[src/rtl/fdsel_pkg.sv]
package fdsel_pkg;
   // Bit positions that software relies on.
   localparam int unsigned PRECOMP_BIT = 3;
   localparam int unsigned DENS_BIT    = 7;
   localparam int unsigned IRQ_RD_BIT  = 7;
   localparam int unsigned DRQ_RD_BIT  = 6;
   localparam int unsigned MIN_DATA_W  = 8;
endpackage

[src/rtl/fdsel_sync.sv]
module fdsel_sync #(
   parameter int unsigned STAGES  = 2,
   parameter bit          RST_VAL = 1'b1
) (
   input  logic clk_i,
   input  logic rst_i,
   input  logic d_i,
   output logic q_o
);
   generate
      if (STAGES < 2) begin : g_bad_stages
         $error("fdsel_sync: STAGES must be at least 2");
      end
   endgenerate

   logic [STAGES-1:0] chain_q;

   always_ff @(posedge clk_i) begin
      if (rst_i) chain_q <= {STAGES{RST_VAL}};
      else       chain_q <= {chain_q[STAGES-2:0], d_i};
   end

   assign q_o = chain_q[STAGES-1];
endmodule

[src/rtl/fdsel_drv_dec.sv]
module fdsel_drv_dec #(
   parameter int unsigned SEL_W      = 3,
   parameter int unsigned NUM_DRIVES = 4
) (
   input  logic [SEL_W-1:0]      field_i,
   output logic [NUM_DRIVES-1:0] sel_n_o
);
   generate
      if (NUM_DRIVES > (2**SEL_W) - 1) begin : g_bad_width
         $error("fdsel_drv_dec: drive field too narrow for NUM_DRIVES");
      end
      // Field value k selects drive k-1; zero selects none.
      for (genvar d = 0; d < NUM_DRIVES; d++) begin : g_drv
         localparam logic [SEL_W-1:0] CODE = SEL_W'(d + 1);
         assign sel_n_o[d] = (field_i != CODE);
      end
   endgenerate
endmodule

[src/rtl/fdc_sel_latch.sv]
module fdc_sel_latch
   import fdsel_pkg::*;
#(
   parameter int unsigned     ADDR_W      = 4,
   parameter logic [ADDR_W-1:0] BASE_ADDR = 4'h4,
   parameter int unsigned     DATA_W      = 8,
   parameter int unsigned     NUM_DRIVES  = 4,
   parameter int unsigned     SEL_W       = 3,
   parameter int unsigned     SYNC_STAGES = 2
) (
   input  logic                  clk_i,
   input  logic                  rst_i,
   input  logic                  cs_i,
   input  logic [ADDR_W-1:0]     addr_i,
   input  logic                  wr_i,
   input  logic                  rd_i,
   input  logic [DATA_W-1:0]     wdata_i,
   output logic [DATA_W-1:0]     rdata_o,
   input  logic                  fdc_intrq_n_i,
   input  logic                  fdc_drq_n_i,
   input  logic                  fdc_side_i,
   input  logic                  dens_strap_i,
   output logic                  fdc_dden_n_o,
   output logic                  fdc_precomp_o,
   output logic [NUM_DRIVES-1:0] drv_sel_n_o
);
   generate
      if (DATA_W < MIN_DATA_W) begin : g_bad_data_w
         $error("fdc_sel_latch: DATA_W must be at least 8");
      end
      if (SEL_W > PRECOMP_BIT) begin : g_bad_sel_w
         $error("fdc_sel_latch: drive field overlaps precompensation bit");
      end
   endgenerate

   localparam int unsigned LOW_ZERO_W = DRQ_RD_BIT;

   logic              addr_hit;
   logic              wr_hit;
   logic              rd_hit;
   logic [DATA_W-1:0] ctrl_q;
   logic              irq_sync;
   logic              drq_sync;
   logic              dens_src;
   logic              unused_ctrl;

   assign addr_hit = cs_i && (addr_i == BASE_ADDR);
   assign wr_hit   = addr_hit && wr_i;
   assign rd_hit   = addr_hit && rd_i;

   always_ff @(posedge clk_i) begin
      if (rst_i)       ctrl_q <= '0;
      else if (wr_hit) ctrl_q <= wdata_i;
   end

   assign unused_ctrl = ^ctrl_q;

   // Drive-select field decode
   fdsel_drv_dec #(
      .SEL_W     (SEL_W),
      .NUM_DRIVES(NUM_DRIVES)
   ) u_dec (
      .field_i(ctrl_q[SEL_W-1:0]),
      .sel_n_o(drv_sel_n_o)
   );

   // Density source: strap picks side-select pin or stored bit, then inverted
   assign dens_src      = dens_strap_i ? fdc_side_i : ctrl_q[DENS_BIT];
   assign fdc_dden_n_o  = ~dens_src;
   assign fdc_precomp_o = ctrl_q[PRECOMP_BIT];

   // Status line synchronizers, idle-high after reset
   fdsel_sync #(.STAGES(SYNC_STAGES), .RST_VAL(1'b1)) u_irq_sync (
      .clk_i(clk_i), .rst_i(rst_i), .d_i(fdc_intrq_n_i), .q_o(irq_sync)
   );
   fdsel_sync #(.STAGES(SYNC_STAGES), .RST_VAL(1'b1)) u_drq_sync (
      .clk_i(clk_i), .rst_i(rst_i), .d_i(fdc_drq_n_i), .q_o(drq_sync)
   );

   always_comb begin
      rdata_o = '0;
      if (rd_hit) begin
         rdata_o[IRQ_RD_BIT]       = irq_sync;
         rdata_o[DRQ_RD_BIT]       = drq_sync;
         rdata_o[LOW_ZERO_W-1:0]   = '0;
      end
   end
endmodule

[config.mk]
export PLATFORM = sky130hd
export DESIGN_NAME = fdc_sel_latch
export DESIGN_NICKNAME = d
export VERILOG_FILES = /design/src/rtl/fdsel_pkg.sv /design/src/rtl/fdsel_sync.sv /design/src/rtl/fdsel_drv_dec.sv /design/src/rtl/fdc_sel_latch.sv
export SDC_FILE = /design/constraint.sdc
export NUM_CORES = 1
export LEC_CHECK = 0
export BUFFER_PORTS_ARGS = -buffer_cell sky130_fd_sc_hd__buf_2
export CAP_MARGIN = 20
export CORE_AREA = 3 3 40 42
export CTS_CLUSTER_SIZE = 20
export DETAILED_ROUTE_END_ITERATION = 10
export DIE_AREA = 0 0 43 45
export PLACE_DENSITY_LB_ADDON = 0.1
export SYNTH_ARGS = -nofsm -noshare
export SYNTH_HDL_FRONTEND = slang
export SYNTH_SLANG_ARGS = --single-unit
[constraint.sdc]
create_clock -name clk_i -period 2.8 [get_ports clk_i]
set_clock_uncertainty 0.1 [all_clocks]
set_input_delay 0.42 -clock clk_i [delete_from_list [all_inputs] [get_ports clk_i]]
set_output_delay 0.42 -clock clk_i [all_outputs]
set_load 0.005 [all_outputs]
Yosys cells after proc, flatten, opt, wreduce, memory -nomap -nowiden
Cells that the tools add are included.

storage, ports and cells
  register bits after elaboration = 12
  bits in latches = 0
  bits in writable memories = 0
  memory bits (read-only) = 0
  input bits = 21
  output and inout port bits = 14
  memories = 0

operators by class
  add/subtract/negate cells = 0
  $mul = 0
  div/mod/pow operators = 0
  magnitude comparators = 0
  equal/unequal tests = 5
  shifts and indexed selects = 0
  multiplexer cells = 2
  bitwise logic cells = 1
  reduce and logical (&&, ||, !) cells = 3

operators with widths
  kind                  count
  $mux W8               1
  $ne A3 B2 Y1 const B  2
  $eq A4 B3 Y1 const B  1
  $logic_and A1 B1 Y1   3
  $ne A3 B1 Y1 const B  1
  $ne A3 B3 Y1 const B  1
  $mux W1               1
  $not A1 Y1            1

Depth between registers and ports, before layout
Gate-level depths: netlist of run 1.

  depth in word-level cells = 4
  gate-level depth with buffers = 3

Modules after synthesis
From an unflattened synthesis of run 1, not the netlist that was laid out.

second synthesis, totals
  cell total of the unflattened synthesis = 47
  area, all modules = 471.7 sq um

by module, submodules not included
  module         times used  cells an instance  area each (sq um)  seq. area each (sq um)
  fdc_sel_latch  1           35                 332.8              100.1
  fdsel_sync     2           4                  52.6               40.0
  fdsel_drv_dec  1           4                  33.8               0.0

Worst setup path after synthesis of run 1
OpenSTA, ideal clock, no wires.

  kind = input-to-output
  start = in addr_i[0]
  end = out rdata_o[6]
  arrival = 0.914 ns
  data required time = 2.280 ns
  setup slack = 1.366 ns
  stages = 3
  buffers on the path = 0
  path through = nand4bb_4 > nor2_1 > and3_1

on the way
  longest elaborated chain between the ends = 4

ends and longest elaborated chain
  element              line                 source
  start, declared      fdc_sel_latch.sv:14  input logic [ADDR_W-1:0] addr_i,
  $eq A4 B3 Y1         fdc_sel_latch.sv:47  assign addr_hit = cs_i && (addr_i == BASE_ADDR);
  $logic_and A1 B1 Y1  fdc_sel_latch.sv:47
  $logic_and A1 B1 Y1  fdc_sel_latch.sv:49  assign rd_hit = addr_hit && rd_i;
  $mux W8              fdc_sel_latch.sv:82  if (rd_hit) begin
  end, declared        fdc_sel_latch.sv:18  output logic [DATA_W-1:0] rdata_o,

No other way between the ends.

Worst setup path after layout of run 1
  start = reg ctrl_q[0]
  end = out drv_sel_n_o[0]

on the way
  longest elaborated chain between the ends = 1

ends and longest elaborated chain
  element                 line                 source
  start, declared         fdc_sel_latch.sv:41  logic [DATA_W-1:0] ctrl_q;
  start signal, assigned  fdc_sel_latch.sv:53  else if (wr_hit) ctrl_q <= wdata_i;
  $ne A3 B1 Y1            fdsel_drv_dec.sv:15  assign sel_n_o[d] = (field_i != CODE);
  end, declared           fdc_sel_latch.sv:25  output logic [NUM_DRIVES-1:0] drv_sel_n_o

No other way between the ends.

==> results.json, run 1 <==
{
  "status": "complete, no violations",
  "die_h_um": 45,
  "syn_to_final_growth_pct": 29.5,
  "ir_worst_vdd_uv": 381,
  "nets": 96,
  "vias_per_cell": 4.18,
  "setup_viol": 0,
  "core_area_um2": 1280,
  "cts_tree": "yes",
  "synth_top_area_cell": "dfxtp_1",
  "cts.sinks": 9,
  "synth_top_family_by_area": "simple AND/OR/NAND/NOR gates",
  "grt_pass1_wl_um": 1280,
  "grt_pass1_vias": 300,
  "io_buffers": 25,
  "numCtsBuffers": 3,
  "synth_area_um2": 475,
  "cts_setup_buffers": 0,
  "final_max_slew_viol_count": 0,
  "avgSynthCellArea_um2": 10.1,
  "p_leak_nw": 0.278,
  "crit_end": "drv_sel_n_o[0]",
  "setup_tns_ns": 0,
  "critPathMaxStageDelay_ns": 0.45,
  "synthTopCellsByArea": "dfxtp_1 (38%), nand2b_1 (13%), mux2i_1 (13%)",
  "crit_arrival_ns": 1.22,
  "drcViolationCount": 0,
  "ys_warn_count": 0,
  "ys_types": 14,
  "dieArea_um2": 1940,
  "grt_max_degree": 15,
  "fin_area_um2": 616,
  "synth_top_area_share_pct": 37.9,
  "avgRoutedWirePerCell_um": 9.12,
  "ctsResizeCount": 0,
  "cts_hold_buf": 0,
  "crit_path_end_kind": "output port",
  "seq_area_um2": 180,
  "start_util_pct": 37.0,
  "synth_fa_ha_area_share_pct": 0,
  "dp.cells": 85,
  "synth_compound_area_share_pct": 0,
  "rr_endpoint": "ctrl_q[0]",
  "multiInputGateArea_um2": 265,
  "critPathKind": "reg -> out",
  "drive_gt1_share_pct": 48.6,
  "cellPowerDensity_nw_per_um2": 419,
  "firstDrtPassIters": 2,
  "fin_cells": 89,
  "num-fill-cells": 133,
  "startpoint_type": "flop",
  "cts-root-buf": "clkbuf_4",
  "place_area_um2": 589,
  "synth_mux_area_share_pct": 12.6,
  "n_antenna_cell": 0,
  "ant_nets": 0,
  "yosys.area_share.simple_pct": 38.4,
  "crit_path_max_fanout": 5,
  "rr_worst_depth": 2,
  "crit_chain": "or3b_2, buf_2",
  "routed_wl_um": 812,
  "hold_violations": 0,
  "crit_path_top_delay_cell": "or3b_2",
  "ys_ff_latch": 9,
  "yosysSeqAreaShare_pct": 37.9,
  "r2r-start": "ctrl_q[0]",
  "max_freq_mhz": 574,
  "hold_path.class": "in -> reg",
  "drv_cap": 0,
  "rows": 13,
  "antenna_found_initial": 0,
  "pin_count": 35,
  "ff2ff_setup_slack_ns": 2.04,
  "die_w_um": 43,
  "holdWs_ns": 0.246,
  "clkTransAtPathRegs_ns": 0.06,
  "via_count": 372,
  "rsz0062_at_grt": "false",
  "max-clock-path-buffers": 2,
  "cts_max_level": 1,
  "fin_crit_ns": 1.74,
  "drtIter0Drc": 3,
  "synth_xor_xnor_area_share_pct": 0,
  "crit_required_ns": 2.28,
  "fin_crit_sh_pct": 62.3,
  "clock_latency_ns": 0.25,
  "grt-ovfl-total": 0,
  "grtUsageTotal_pct": 9.44,
  "crit_start": "ctrl_q[0]",
  "place_congestion": 0.601,
  "syn_inst": 47
}
-- registers in the layout (all words and copies together), names as in the netlist --
register and count:
ctrl_q 5, u_irq_sync.chain_q 2, u_drq_sync.chain_q 2
-- how the worst min path moves through the flow --
stage / from / to / slack, ns / cells past startpoint
3_5_place_dp: u_drq_sync.chain_q[0] / u_drq_sync.chain_q[1] / 0.30 / 1
3_3_place_gp: u_irq_sync.chain_q[0] / u_irq_sync.chain_q[1] / 0.29 / 1
6_report: fdc_intrq_n_i / u_irq_sync.chain_q[0] / 0.25 / 2
5_1_grt: fdc_intrq_n_i / u_irq_sync.chain_q[0] / 0.24 / 2
4_1_cts: fdc_intrq_n_i / u_irq_sync.chain_q[0] / 0.24 / 2
2_1_floorplan: u_drq_sync.chain_q[0] / u_drq_sync.chain_q[1] / 0.29 / 1
-- routing by layer --
metal  vias up  global-route usage [%]  wire [um]  part of all wire (%)
met4         0                    5.42         12                   1.5
met2        24                    15.0        368                    45
met3         2                    5.18        116                    14
li1        195                       -          -                     -
met1       151                    9.98        315                    39
met5         -                       0          0                     0
-- synthesized netlist by cell type --
library cell / count
and3_1: 2
buf_4: 6
clkbuf_1: 1
conb_1: 1
dfxtp_1: 9
mux2i_1: 6
nand2_1: 1
nand2b_1: 10
nand3b_1: 1
nand4bb_4: 1
nor2_1: 2
nor3b_4: 1
or2_2: 4
or3b_2: 2
-- through the flow --
| stage | utilization (%) | worst slack (ns) | total power, mW |
|---|---|---|---|
| after floorplan | - | 1.37 | 0.155 |
| after global placement | 45.9 | 1.16 | 0.164 |
| after detailed placement | 45.9 | 1.14 | 0.164 |
| after CTS | 47.9 | 1.04 | 0.261 |
| after global routing | 47.9 | 0.993 | 0.276 |
| final | 47.9 | 1.06 | 0.258 |
-- placed cells by master, fill, tap and decap left out, drive strengths merged --
cell type | synthesis | final
and3 | 2 | 2
buf | 6 | 25
clkbuf | 1 | 4
conb | 1 | 6
dfxtp | 9 | 9
mux2i | 6 | 6
nand2 | 1 | 1
nand2b | 10 | 10
nand3b | 1 | 1
nand4bb | 1 | 1
nor2 | 2 | 2
nor3b | 1 | 1
or2 | 4 | 4
or3b | 2 | 2
-- cell type report --
type,count,share of cell area [%]
well taps,15,3.05
repair buffers,25,20.3
clock buffers,4,4.27
flip-flops and latches,9,29.3
multi-input cells,36,43.1
-- cells by family (layout without fill, tap and decap cells) --
| group | after synthesis | after routing |
|---|---|---|
| buffers and inverters | 7 | 29 |
| flip-flops | 9 | 9 |
| AND/OR/NAND/NOR | 24 | 24 |
| multiplexers | 6 | 6 |
| other | 1 | 6 |
-- critical path, delay by kind of cell, from the launching register on --
kind	cells	cell delay (ns)
and+or+nand+nor	1	0.45
buffers and inverters	1	0.14
DFF	1	0.39
-- where the power goes --
group          total [mW]  switching (mW)  internal, mW
registers           0.132        0.000854         0.131
clock network      0.0967          0.0419        0.0547
logic              0.0290          0.0113        0.0178
No activity file was read; power rests on OpenSTA's default activity.
==> run 2: changes to the inputs <==
Settings changed: CORE_AREA 3 3 40 42 to not set, CORE_MARGIN set to 3, CORE_UTILIZATION set to 34, DIE_AREA 0 0 43 45 to not set.
Clock period 2.8 ns to 1.6 ns, I/O delays scaled along.
==> run 2 against run 1 <==
Effect of this change: register-to-register slack lost 1.2 ns; utilization up 3.4 points; hold slack lost 0.18 ns; highest routed layer unchanged.
==> results.json, run 2 (synthesis gave the netlist of run 1 again) <==
{
  "status": "complete, no violations",
  "final_util_pct": 51.4,
  "final_common_cell": "buf_2",
  "vias_per_cell": 4.40,
  "top_register": "ctrl_q",
  "cts.sinks": 9,
  "ctsResizeCount": 0,
  "io_buffers": 25,
  "seq_area_um2": 183,
  "numCtsBuffers": 3,
  "cts_hold_buf": 0,
  "dp.cells": 84,
  "fin_crit_sh_pct": 95.1,
  "cellPowerDensity_nw_per_um2": 741,
  "max_freq_mhz": 657,
  "antenna_found_initial": 0,
  "fin_cells": 88,
  "crit_arrival_ns": 1.18,
  "nets": 96,
  "setup_ws_ns": 0.0787,
  "crit_path_top_delay_cell": "or3b_2",
  "place_area_um2": 588,
  "drtIter0Drc": 1,
  "drcViolationCount": 0,
  "avgRoutedWirePerCell_um": 9.59,
  "drive_gt1_share_pct": 51.4,
  "hold_violations": 0,
  "grtUsageTotal_pct": 9.07,
  "setup_tns_ns": 0,
  "design_power_total_mw": 0.457,
  "cts_tree": "yes",
  "place_congestion": 0.616,
  "ant_nets": 0,
  "crit_path_end_kind": "output port",
  "die_h_um": 43.4,
  "crit_required_ns": 1.26,
  "cts_setup_buffers": 0,
  "largest_register_ffs": 5,
  "startpoint_type": "flop",
  "clock_latency_ns": 0.26,
  "crit_chain": "or3b_2, buf_2",
  "p_leak_nw": 0.279,
  "max-clock-path-buffers": 2,
  "start_util_pct": 39.6,
  "rsz0062_at_grt": "false",
  "cts-root-buf": "clkbuf_4",
  "core_area_um2": 1200,
  "num-fill-cells": 115,
  "critPathKind": "reg -> out",
  "fin_crit_ns": 1.52,
  "top_regs": "ctrl_q x5, u_drq_sync.chain_q x2, u_irq_sync.chain_q x2",
  "cts_max_level": 1,
  "grt_max_degree": 15,
  "final_max_slew_viol_count": 0,
  "ir_worst_vdd_uv": 355,
  "syn_to_final_growth_pct": 29.7,
  "setup_viol": 0,
  "final_cell_mix": "buf_2 (25), nand2b_1 (10), dfxtp_1 (7)",
  "rows": 12,
  "clkTransAtPathRegs_ns": 0.06,
  "multiInputGateArea_um2": 265,
  "n_antenna_cell": 0,
  "routed_wl_um": 844,
  "firstDrtPassIters": 2,
  "fin_area_um2": 617,
  "hold_path.class": "in -> reg",
  "cpLargestDelayFamily": "simple AND/OR/NAND/NOR gates",
  "die_w_um": 43.4,
  "grt_pass1_vias": 315,
  "critPathBufInv": 1,
  "holdWs_ns": 0.0629,
  "critPathMaxStageDelay_ns": 0.43,
  "pin_count": 35,
  "dieArea_um2": 1880,
  "hpwl_um": 690,
  "crit_path_max_fanout": 5,
  "via_count": 387,
  "grt-ovfl-total": 0,
  "post-place-ws_ns": 0.243,
  "drv_cap": 0,
  "grt_pass1_wl_um": 1260
}
[run 2: cell types whose count changed in the layout (fill, tap and decap cells not counted)]
cell and change:
dfxtp_2 +2, dfxtp_1 -2
[run 2: report_power, final]
group          total, mW  internal [mW]  leakage (nW)  switching [mW]
Clock              0.174         0.0960        0.0150          0.0782
Combinational     0.0516         0.0311         0.190          0.0205
Sequential         0.231          0.230        0.0745         0.00154
[run 2: final cells by class]
class,count,share of cell area (%)
multi-input cells,36,43.0
well taps,14,2.84
flip-flops and latches,9,29.6
repair buffers,25,20.3
clock buffers,4,4.26
[run 2: worst paths after layout]
kind,from,endpoint,slack [ns],cells after the start
worst max-delay path,ctrl_q[0],drv_sel_n_o[0],0.08,2
worst min-delay path,fdc_intrq_n_i,u_irq_sync.chain_q[0],0.06,2
worst max register to register,u_irq_sync.chain_q[0],u_irq_sync.chain_q[1],0.84,1
worst min register to register,u_irq_sync.chain_q[0],u_irq_sync.chain_q[1],0.31,1
[run 2: per-layer routing]
| layer | vias to the layer above | track usage [%] | wire length (um) |
|---|---|---|---|
| met5 | - | 0 | 0 |
| met4 | 0 | 7.23 | 21 |
| li1 | 197 | - | - |
| met2 | 24 | 13.9 | 400 |
| met3 | 4 | 2.90 | 110 |
| met1 | 162 | 10.3 | 312 |
==> run 3: changes to the inputs <==
Settings changed: CORE_UTILIZATION 34 to 36, CTS_BUF_LIST set to sky130_fd_sc_hd__clkbuf_4 sky130_fd_sc_hd__clkbuf_8, SETUP_SLACK_MARGIN set to 0.4.
==> run 3 against run 2 <==
Effect of this change: power rose by 3.0%; clock power rose by 7%; design area rose by 13%; largest power group unchanged.
==> results.json, run 3 (synthesis gave the netlist of run 1 again) <==
{
  "status": "complete, no violations",
  "drtIter0Drc": 3,
  "final_max_slew_viol_count": 0,
  "nets": 100,
  "largest_register_ffs": 5,
  "fin_crit_ns": 1.45,
  "hold_violations": 0,
  "pin_count": 35,
  "hold_path.class": "in -> reg",
  "startpoint_type": "flop",
  "p_sw_share_pct": 20.6,
  "vias_per_cell": 4.39,
  "max_freq_mhz": 688,
  "fin_crit_sh_pct": 90.8,
  "cts_max_level": 1,
  "start_util_pct": 40.6,
  "max-clock-path-buffers": 2,
  "crit_path_max_fanout": 4,
  "rows": 12,
  "rsz0062_at_grt": "true",
  "cts_tree": "yes",
  "avgRoutedWirePerCell_um": 9.68,
  "syn_to_final_growth_pct": 46.6,
  "clkTransAtPathRegs_ns": 0.06,
  "io_buffers": 25,
  "die_w_um": 42.3,
  "crit_arrival_ns": 1.11,
  "ant_nets": 0,
  "cellPowerDensity_nw_per_um2": 675,
  "clock_latency_ns": 0.25,
  "grt-ovfl-total": 0,
  "fin_area_um2": 697,
  "ir_worst_vdd_uv": 364,
  "cts-root-buf": "clkbuf_4",
  "top_register": "ctrl_q",
  "clock_power_share_pct": 39.7,
  "design_power_total_mw": 0.471,
  "place_area_um2": 588,
  "cts.sinks": 9,
  "final_common_cell": "buf_2",
  "n_antenna_cell": 0,
  "combPwrFrac_pct": 11.9,
  "p_leak_nw": 0.323,
  "drive_gt1_share_pct": 59.0,
  "grtUsageTotal_pct": 9.80,
  "p_int_mw": 0.374,
  "top_regs": "ctrl_q x5, u_drq_sync.chain_q x2, u_irq_sync.chain_q x2",
  "hpwl_um": 673,
  "die_h_um": 42.3,
  "drcViolationCount": 0,
  "dieArea_um2": 1790,
  "fin_cells": 92,
  "firstDrtPassIters": 2,
  "core_area_um2": 1170,
  "seq_power_share_pct": 48.5,
  "grt_pass1_vias": 317,
  "final_cell_mix": "buf_2 (22), nand2b_1 (10)",
  "crit_required_ns": 1.26,
  "routed_wl_um": 891,
  "power.switching_mw": 0.0968,
  "setup_tns_ns": 0,
  "numCtsBuffers": 3,
  "dp.cells": 84,
  "via_count": 404,
  "antenna_found_initial": 0,
  "place_congestion": 0.642,
  "grt_pass1_wl_um": 1320,
  "grt_max_degree": 15,
  "setup_viol": 0,
  "crit_path_end_kind": "output port",
  "drv_cap": 0,
  "critPathKind": "reg -> out"
}
[run 3: path summary, 6_finish.rpt]
kind                         start               endpoint  slack (ns)  depth (start not counted)
max                      ctrl_q[2]         drv_sel_n_o[1]        0.15                          2
min reg2reg  u_irq_sync.chain_q[0]  u_irq_sync.chain_q[1]        0.32                          1
max reg2reg              ctrl_q[2]              ctrl_q[2]        0.79                          3
min                  fdc_intrq_n_i  u_irq_sync.chain_q[0]        0.07                          2
[run 3: metal layers]
layer	routed length (um)	GRT usage [%]	vias to the layer above
li1	-	-	203
met1	345	12.3	177
met2	431	13.7	22
met3	108	3.00	2
met4	6	7.45	0
met5	0	0	-
[run 3: area by class of cell]
class | count | area [um^2]
Clock buffer | 4 | 30.0
Tap cell | 14 | 17.5
Multi-Input combinational cell | 36 | 275
Fill cell | 106 | 474
Timing Repair Buffer | 29 | 185
Sequential cell | 9 | 189
[run 3: through the flow]
stage / hold slack [ns] / worst slack (ns) / utilization, %
2_1_floorplan: 0.244 / 0.449 / -
3_3_place_gp: 0.292 / 0.246 / 50.2
3_5_place_dp: 0.307 / 0.233 / 50.2
4_1_cts: 0.0556 / 0.150 / 57.7
5_1_grt: 0.0631 / 0.110 / 59.5
6_report: 0.0657 / 0.147 / 59.5
[run 3: critical path: stages (launching register included)]
cell and delay [ns]:
dfxtp_4 0.35, or3b_4 0.39, buf_6 0.12
[run 3: what timing repair did]
item	4_1_cts	5_1_grt
hold buffers	0	0
endpoints found under the setup margin	6	6
pin swaps	7	2
setup buffers	4	0
gates resized for setup	9	6
[run 3: power by group through the flow]
stage | Sequential [mW] | Combinational [mW] | Clock, mW
finish | 0.228 | 0.0558 | 0.187
global route | 0.228 | 0.0618 | 0.207
CTS | 0.231 | 0.0555 | 0.199
detailed placement | 0.236 | 0.0517 | 0
global placement | 0.236 | 0.0507 | 0
floorplan | 0.236 | 0.0352 | 0
